[src/rtl/cmdtx_pkg.sv]
package cmdtx_pkg;
    localparam int FRAME_W  = 32;
    localparam int DEV_W    = 5;
    localparam int REG_W    = 6;
    localparam int DATA_W   = 8;
    localparam int CRC_W    = 8;
    localparam int BODY_W   = FRAME_W - CRC_W - 3;   // 21 bits covered by the check code
    localparam int TAIL_W   = 3;
    localparam logic [CRC_W:0]     GEN_POLY  = 9'h12F;
    localparam logic [TAIL_W-1:0]  TAIL_BITS = 3'b010;
    localparam logic [FRAME_W-1:0] FILL_WORD = 32'hF800030A;

    typedef enum logic [2:0] {
        ST_IDLE,
        ST_LEAD,
        ST_SHIFT,
        ST_TAIL,
        ST_GAP
    } tx_state_e;
endpackage

[src/rtl/cmdtx_crc8.sv]
module cmdtx_crc8
    import cmdtx_pkg::*;
(
    input  logic [BODY_W-1:0] body,
    output logic [CRC_W-1:0]  crc
);
    logic [BODY_W-1:0] rem;

    // Long division of the body by the generator, no augmentation.
    always_comb begin
        rem = body;
        for (int i = BODY_W - 1; i >= CRC_W; i--) begin
            if (rem[i]) begin
                rem = rem ^ (BODY_W'(GEN_POLY) << (i - CRC_W));
            end
        end
        crc = rem[CRC_W-1:0];
    end
endmodule

[src/rtl/cmdtx_frame.sv]
module cmdtx_frame
    import cmdtx_pkg::*;
(
    input  logic               rd_only,
    input  logic [DEV_W-1:0]   dev_addr,
    input  logic [REG_W-1:0]   reg_addr,
    input  logic [DATA_W-1:0]  wr_data,
    input  logic               bcast,
    output logic [FRAME_W-1:0] word
);
    logic [BODY_W-1:0] body;
    logic [CRC_W-1:0]  crc;

    assign body = {dev_addr, reg_addr, wr_data, bcast, 1'b0};

    cmdtx_crc8 u_crc (
        .body (body),
        .crc  (crc)
    );

    assign word = rd_only ? FILL_WORD : {body, crc, TAIL_BITS};
endmodule

[src/rtl/cmdtx_shifter.sv]
module cmdtx_shifter
    import cmdtx_pkg::*;
#(
    parameter int HALF_DIV = 143
) (
    input  logic               clk,
    input  logic               rst_n,
    input  logic               start,
    input  logic [FRAME_W-1:0] word,
    output logic               busy,
    output logic               sclk,
    output logic               cs_n,
    output logic               mosi
);
    localparam int CNT_W   = $clog2(HALF_DIV + 1);
    localparam int EDGES   = 2 * FRAME_W;
    localparam int TOG_W   = $clog2(EDGES + 1);
    localparam logic [CNT_W-1:0] CNT_LOAD = CNT_W'(HALF_DIV - 1);
    localparam logic [TOG_W-1:0] TOG_LAST = TOG_W'(EDGES - 1);

    typedef struct packed {
        tx_state_e          state;
        logic [CNT_W-1:0]   cnt;
        logic [TOG_W-1:0]   tog;
        logic [FRAME_W-1:0] shreg;
        logic               sclk;
        logic               cs_n;
    } shift_regs_t;

    shift_regs_t st_d, st_q;
    logic        tick;

    assign tick = (st_q.cnt == '0);

    always_comb begin
        st_d = st_q;
        if (st_q.state != ST_IDLE) begin
            st_d.cnt = tick ? CNT_LOAD : st_q.cnt - 1'b1;
        end
        unique case (st_q.state)
            ST_IDLE: begin
                if (start) begin
                    st_d.state = ST_LEAD;
                    st_d.cnt   = CNT_LOAD;
                    st_d.tog   = '0;
                    st_d.shreg = word;
                    st_d.cs_n  = 1'b0;
                end
            end
            ST_LEAD: begin
                if (tick) begin
                    st_d.sclk  = 1'b1;
                    st_d.tog   = TOG_W'(1);
                    st_d.state = ST_SHIFT;
                end
            end
            ST_SHIFT: begin
                if (tick) begin
                    st_d.sclk = ~st_q.sclk;
                    st_d.tog  = st_q.tog + 1'b1;
                    if (!st_q.sclk) begin
                        st_d.shreg = {st_q.shreg[FRAME_W-2:0], 1'b0};
                    end
                    if (st_q.tog == TOG_LAST) begin
                        st_d.state = ST_TAIL;
                    end
                end
            end
            ST_TAIL: begin
                if (tick) begin
                    st_d.cs_n  = 1'b1;
                    st_d.state = ST_GAP;
                end
            end
            ST_GAP: begin
                if (tick) begin
                    st_d.state = ST_IDLE;
                    st_d.shreg = '0;
                    st_d.cnt   = '0;
                end
            end
            default: st_d.state = ST_IDLE;
        endcase
    end

    always_ff @(posedge clk or negedge rst_n) begin
        if (!rst_n) begin
            st_q.state <= ST_IDLE;
            st_q.cnt   <= '0;
            st_q.tog   <= '0;
            st_q.shreg <= '0;
            st_q.sclk  <= 1'b0;
            st_q.cs_n  <= 1'b1;
        end else begin
            st_q <= st_d;
        end
    end

    assign busy = (st_q.state != ST_IDLE);
    assign sclk = st_q.sclk;
    assign cs_n = st_q.cs_n;
    assign mosi = st_q.shreg[FRAME_W-1];
endmodule

[src/rtl/cmdtx_chain_tx.sv]
module cmdtx_chain_tx
    import cmdtx_pkg::*;
#(
    parameter int HALF_DIV = 143
) (
    input  logic              clk,
    input  logic              rst_n,
    input  logic              start,
    input  logic              rd_only,
    input  logic [DEV_W-1:0]  dev_addr,
    input  logic [REG_W-1:0]  reg_addr,
    input  logic [DATA_W-1:0] wr_data,
    input  logic              bcast,
    output logic              busy,
    output logic              sclk,
    output logic              cs_n,
    output logic              mosi
);
    logic [FRAME_W-1:0] word;

    cmdtx_frame u_frame (
        .rd_only  (rd_only),
        .dev_addr (dev_addr),
        .reg_addr (reg_addr),
        .wr_data  (wr_data),
        .bcast    (bcast),
        .word     (word)
    );

    cmdtx_shifter #(.HALF_DIV(HALF_DIV)) u_shift (
        .clk   (clk),
        .rst_n (rst_n),
        .start (start),
        .word  (word),
        .busy  (busy),
        .sclk  (sclk),
        .cs_n  (cs_n),
        .mosi  (mosi)
    );
endmodule

[config.mk]
export PLATFORM = sky130hd
export DESIGN_NAME = cmdtx_chain_tx
export DESIGN_NICKNAME = d
export VERILOG_FILES = /design/src/rtl/cmdtx_pkg.sv /design/src/rtl/cmdtx_crc8.sv /design/src/rtl/cmdtx_frame.sv /design/src/rtl/cmdtx_shifter.sv /design/src/rtl/cmdtx_chain_tx.sv
export SDC_FILE = /design/constraint.sdc
export NUM_CORES = 1
export LEC_CHECK = 0
export ABC_AREA = 1
export BUFFER_PORTS_ARGS = -buffer_cell sky130_fd_sc_hd__buf_2
export CAP_MARGIN = 20
export CELL_PAD_IN_SITES_DETAIL_PLACEMENT = 1
export CELL_PAD_IN_SITES_GLOBAL_PLACEMENT = 1
export CORE_MARGIN = 5
export CORE_UTILIZATION = 30
export CTS_CLUSTER_DIAMETER = 60
export DETAILED_ROUTE_END_ITERATION = 16
export PLACE_DENSITY = 0.59
export SYNTH_ARGS = -nofsm -noshare
export SYNTH_HDL_FRONTEND = slang
export SYNTH_SLANG_ARGS = --single-unit
[constraint.sdc]
create_clock -name clk -period 1.85 [get_ports clk]
set_clock_uncertainty 0.1 [all_clocks]
set_input_delay 0 -clock clk [delete_from_list [all_inputs] [get_ports clk]]
set_output_delay 0 -clock clk [all_outputs]
set_load 0.01 [all_outputs]
# Yosys cells after proc, flatten, opt, wreduce, memory -nomap -nowiden
# Cells that the tools add are included.
[op_classes] addsub=2 n_mul=0 n_div=0 n_lt_le_gt_ge=0 eq_ne=12 shifts=0 mux=34 bitwise_logic=14 n_reduce_logical=12
[op_table] cell="$mux W32" n=3
[op_table] cell="$pmux W32 S3" n=1
[op_table] cell="$not A5 Y5" n=13
[op_table] cell="$mux W50" n=1
[op_table] cell="$mux W40" n=1
[op_table] cell="$mux W8" n=3
[op_table] cell="$mux W11" n=2
[op_table] cell="$pmux W7 S3" n=1
[op_table] cell="$mux W18" n=1
[op_table] cell="$mux W17" n=1
[op_table] cell="$mux W16" n=1
[op_table] cell="$pmux W8 S2" n=1
[op_table] cell="$mux W15" n=1
[op_table] cell="$pmux W3 S5" n=1
[op_table] cell="$mux W14" n=1
[op_table] cell="$mux W7" n=2
[op_table] cell="$mux W13" n=1
[op_table] cell="$mux W12" n=1
[op_table] cell="$mux W3" n=4
[op_table] cell="$mux W10" n=1
[op_table] cell="$ne A2 B1 Y1 const B" n=5
[op_table] cell="$mux W9" n=1
[op_table] cell="$reduce_bool A3 Y1" n=3
[op_table] cell="$logic_not A8 Y1" n=1
[op_table] cell="other kinds (17)" n=23
[totals] regBits=52 latchBits=0 mem_bits_rw=0 mem_bits_ro=0 input_bits=24 output_inout_bits=4 wordCells=80 mem_count=0

# Depth between registers and ports, before layout
[depth] depth_word=29 ltp_mapped=19 depth_no_buf=19

# Modules after synthesis
# A second synthesis with hierarchy kept.
[hier_totals] cells_unflattened=659 area_unflattened_um2=4196.5
[modules_own_cells] mod="cmdtx_shifter" instances=1 cells_each=397 area_per_inst_um2=2849.0 seq_area_each_um2=1302.5
[modules_own_cells] mod="cmdtx_crc8" instances=1 cells_each=197 area_per_inst_um2=1073.5 seq_area_each_um2=0.0
[modules_own_cells] mod="cmdtx_frame" instances=1 cells_each=65 area_per_inst_um2=274.0 seq_area_each_um2=0.0

# Least setup slack after synthesis
# OpenSTA, ideal clock, no wires.
[synth_timing] path_type="register to register" startpoint="register u_shift.st_q[41] (netlist name)" endpoint="register u_shift.st_q[40] (netlist name)" t_arrival_ns=1.718 t_required_ns=1.673 setup_slack_ns=-0.046 stages_incl_launch_ff=14 n_path_buf=1 period_less_slack_ns=1.896 cell_sequence="dfrtp_1 -> inv_1 -> ha_1 -> nand2_1 -> nor2_2 -> buf_4 -> nand2_2 -> a21oi_4 -> inv_2 -> nor3_2 -> nand2_1 -> nor2_1 -> o22ai_1 -> a21oi_1"
[synth_via] elab_chain_cells=3 word_cells_on_any_way=4 classes_between="eq/ne (2); reduce/logical (2)"
[synth_rtl] element="from (decl)" line="cmdtx_shifter.sv:30" rtl="shift_regs_t st_d, st_q;"
[synth_rtl] element="from (signal assigned)" line="cmdtx_shifter.sv:95" rtl="st_q <= st_d;"
[synth_rtl] element="$logic_not A8 Y1 *" line="cmdtx_shifter.sv:33" rtl="assign tick = (st_q.cnt == '0);"
[synth_rtl] element="$ne A2 B1 Y1 (no source line)"
[synth_rtl] element="$reduce_and A4 Y1 (no source line) *"
# Every way passes the cells marked *; elsewhere a longest branch is shown, timed or not.
# A chain may end at the register's enable or synchronous reset.

# Worst setup path in the final report
[layout_timing] startpoint="register u_shift.st_q[49] (netlist name)" endpoint="register u_shift.st_q[50] (netlist name)"
[layout_via] elab_chain_cells=3 word_cells_on_any_way=13 classes_between="eq/ne (10); mux (1); reduce/logical (2)"
[layout_rtl] element="$eq A3 B3 Y1 (tied with other cells)" line="cmdtx_shifter.sv:40" rtl="unique case (st_q.state)"
[layout_rtl] element="$ne A2 B1 Y1 (no source line) or $ne A2 B2 Y1 (tied branches)"
[layout_rtl] element="$reduce_and A6 Y1 (no source line)"
# Several ways; a longest one is shown, not always the timed one.

==> flow_results.org <==
** Status
- Outcome :: finished, violations left
- Violated checks :: negative setup slack

** Setup path
- R2R Path Start :: u_shift.st_q[49]$_DFFE_PN0P_
- The largest single stage delay on the critical path is 0.40 ns.
- In this run the worst path has a maximum fanout of 6.
- Critical path start-end classification :: register to register
- Category of the worst setup path launch point :: register
- Critical path, cell by cell :: buf_6 > nor2_4 > inv_4 > nor2_4 > clkinv_4 > nor2_4 > nor2_4 > buf_4 > o221ai_2 > mux2_2
- For the worst setup path, the data arrival time is 2.05 ns.
- The cell that appears most often on the critical path is nor2_4.
- The endpoint identified for the worst register-to-register timing path is u_shift.st_q[50]$_DFFE_PN0P_.
- The slowest stage of the critical path belongs to the cell dfrtp_1.
- Worst R2R Setup Slack :: -0.12 ns
- Required time at the endpoint of the critical path :: 1.94 ns
- Cells on worst reg2reg path :: 10
- STA classifies the critical path endpoint as a register.

** Global routing
- Entering global routing, the biggest net connects 52 pins.
- Global-route usage over all layers :: 16.5%
- Wire length of the first global-routing pass :: 19100 µm
- Vias in the first global route :: 3912
- The number of antenna violations at the first check in global routing was 0.
- Grt total ovfl :: 0

** CTS
- Clock sink count :: 51
- Clock latency reported for the late side of the worst-skew pair :: 0.30 ns
- Root buffer selected by CTS :: clkbuf_16
- Counting along the longest clock path gives a buffer depth of 2.
- CTS buffer count :: 5
- The clock tree synthesis step divided the H-tree into 2 levels.
- Register clock-pin slew on the reported worst setup and hold paths :: 0.08 ns
- CTS tree :: done

** Timing
- For the pin with the worst max-slew slack, the measured transition is 0.367 ns.
- Setup violations, final :: 39
- Of the available clock period, the critical path in the final layout requires 106%.
- Post-layout min period :: 1.97 ns
- Maximum clock frequency :: 508 MHz
- Final hold analysis gives a worst-case slack of 0.0215 ns.
- Final number of max-transition violations :: 0
- Across all setup checks in the final design, the least slack found is -0.117 ns.
- Hold violation total from the final report :: 0
- Setup repair after global routing could not meet its margin everywhere.
- Slew Limit Headroom :: 75.3%

** Layout
- The post-route netlist has 36.9% of its cells at a drive strength greater than 1.
- The final layout contains 617 nets.
- With fillers left out, the area of the finished cells amounts to 0.00503 mm².
- The layout has 1407 filler cells.
- Growth of design area from synthesis to finish :: 42.8%
- Antenna cell count :: 0

** Synth
- Part of the Yosys area used for sequential elements :: 36.3%
- Synthesis Warnings :: 0
- Register bit count reported by yosys :: 51
- Number of flops mapped to enable cells by yosys :: 0
- The cell count after synthesis came out at 485.
- Average cell area after synthesis :: 7.26 µm²
- For this run, the leading register cell type out of synthesis is dfrtp_1.
- The number of nets handed over by synthesis was 512.
- Post-Syn Area :: 0.00352 mm²
- Share of async-settable or async-resettable flops after synthesis :: 100%
- The number of different library cells used by synthesis comes to 45.

** Hold path
- Along the worst hold path, the cell count comes to 3.
- Worst hold path type :: input port to register
- The worst hold path terminates at u_shift.st_q[30]$_DFFE_PN0P_.
- The worst hold path begins at dev_addr[1].

** Die
- The die covers 0.0140 mm².
- Die Wd :: 118 µm
- Effective utilization at floorplan :: 30.7%
- I/O Pins :: 28
- The floorplan has 39 rows.
- The floorplan step defined a core boundary enclosing 0.0115 mm².
- Die Height :: 118 µm

** Power and ir drop
- The design draws 0.00299 W.
- Dividing total power by cell area gives a power density of 594 mW/mm².
- Max VDD drop :: 319 µV
- Leakage power figure :: 2.49 nW

** Detailed routing
- After detailed routing, the total wire length is 11400 µm.
- Detailed routing inserted a total of 3584 vias.
- Number of DRC violations after detailed routing :: 0
- In the final routed layout, each cell accounts on average for 15.6 µm.
- Vias per cell :: 4.88
- After the first detailed-routing iteration, the DRC count stood at 160.
- Antenna Nets Post-Route :: 0
- Number of optimization iterations in the first detailed-route pass :: 4

** Run
- Max-cap violations in this run came to 0.

** Placed design
- Buffers on Ports :: 27
- After detailed placement, the total cell area comes to 0.00414 mm².
- Detailed placement finished with a half-perimeter wire length of 7870 µm.
- Final weighted congestion in routability-driven placement :: 0.835
==> cells in the mapped netlist (5+ instances only) <==
library cell  number  area, µm²
o21ai_1           15       75.1
a22oi_1           15        113
inv_2             12       45.0
nor2_1            24       90.1
nand2_4            6       67.6
nand2_1          132        495
nand2_2           30        188
a21oi_1           18       90.1
xor2_1             9       78.8
nor3_1             5       25.0
o21ai_0           17       85.1
dfrtp_1           50       1250
inv_1             36        135
nand3_1           51        255
xnor2_1            6       52.6
buf_2              7       35.0
==> how the worst max path moves through the flow <==
stage,startpoint,endpoint,slack [ns],depth (start not counted)
5_1_grt,u_shift.st_q[41]$_DFF_PN0_,u_shift.st_q[40]$_DFFE_PN0P_,-0.23,13
6_report,u_shift.st_q[49]$_DFFE_PN0P_,u_shift.st_q[50]$_DFFE_PN0P_,-0.12,10
4_1_cts,u_shift.st_q[41]$_DFF_PN0_,u_shift.st_q[40]$_DFFE_PN0P_,-0.07,13
2_1_floorplan,u_shift.st_q[41]$_DFF_PN0_,u_shift.st_q[40]$_DFFE_PN0P_,-0.04,13
3_5_place_dp,u_shift.st_q[41]$_DFF_PN0_,u_shift.st_q[40]$_DFFE_PN0P_,-0.13,13
3_3_place_gp,u_shift.st_q[41]$_DFF_PN0_,u_shift.st_q[40]$_DFFE_PN0P_,-0.08,13
==> registers in the layout, indices dropped and copies added (netlist names) <==
name / count
u_shift.cs_n: 1
u_shift.mosi: 1
u_shift.sclk: 1
u_shift.st_q: 48
==> worst max-delay path, delay by kind of cell (launching register included) <==
kind	cells	cell delay, ns
AO/OA/AOI/OAI	1	0.07
buffers and inverters	4	0.45
flip-flops	1	0.40
multiplexers	1	0.35
AND/OR/NAND/NOR	4	0.48
==> final cells by class <==
class                           instances  area (µm²)  share of cell area (%)
Inverter                               51         206                    4.11
Timing Repair inverter                  1        11.3                   0.224
Timing Repair Buffer                  113        1000                    20.0
Multi-Input combinational cell        367        2180                    43.3
Sequential cell                        51        1280                    25.5
Clock inverter                          3        47.5                   0.946
Tap cell                              143         179                    3.56
Clock buffer                            5         125                    2.49
==> where the power goes <==
group	switching [W]	leakage [nW]	total, W	internal [W]
clock network	0.000464	0.0844	0.00111	0.000647
logic	0.000445	1.75	0.000722	0.000276
registers	0.0000186	0.651	0.00116	0.00114
==> kinds of logic (layout without fill, tap and decap cells) <==
| kind of cell | count (synthesis) | after routing | share of synthesized area, % |
|---|---|---|---|
| flops | 51 | 51 | 36.3 |
| fa+ha+maj | 3 | 3 | 1.07 |
| mux | 1 | 1 | 0.320 |
| xor+xnor | 15 | 15 | 3.73 |
| compound gates | 78 | 78 | 13.5 |
| buf+inv | 67 | 173 | 8.14 |
| simple gates | 270 | 270 | 36.9 |
==> placed cells by master, fill, tap and decap left out, types with 3 or more instances in the layout <==
master and instances:
a21oi_2 6, inv_1 34, nand2_4 10, nand3_1 49, buf_16 3, nor2_1 17
inv_2 13, nor2_2 6, o21ai_1 20, buf_6 8, clkbuf_16 5, o22ai_1 3
xor2_1 9, nor2_4 9, buf_12 5, a21oi_1 11, nand3_2 4, buf_2 27
xnor2_1 6, dlygate4sd3_1 18, buf_4 51, o21ai_2 3, nand2_1 117, o21ai_0 9
dfrtp_1 48, a22oi_1 15, nand2_2 41
==> stage by stage <==
| stage | setup TNS (ns) | utilization, % | setup WS [ns] | instances |
|---|---|---|---|---|
| 5_1_grt | -7.04 | 43.9 | -0.233 | 734 |
| 2_1_floorplan | -0.0389 | - | -0.0389 | 485 |
| 4_1_cts | -0.446 | 42.5 | -0.0679 | 725 |
| 3_3_place_gp | -0.316 | 36.1 | -0.0793 | 681 |
| 3_5_place_dp | -2.52 | 36.1 | -0.126 | 681 |
| 6_report | -2.15 | 43.9 | -0.117 | 734 |
==> layer usage <==
layer / vias up / share of wire, % / track usage (%)
li1: 1792 / - / -
met5: - / 0 / 0
met2: 35 / 52 / 30.1
met4: 0 / 1.5 / 4.52
met1: 1743 / 45 / 20.0
met3: 14 / 2.3 / 2.72
==> what timing repair did <==
| item | 4_1_cts | 5_1_grt |
|---|---|---|
| setup buffers | 14 | 9 |
| pin swaps | 8 | 10 |
| setup endpoints to repair | 40 | 44 |
| hold endpoints to repair | 69 | 0 |
| gates resized for setup | 54 | 27 |
| hold buffers | 18 | 0 |
| cloned | 5 | 0 |
No activity file was read; power rests on OpenSTA's default activity.
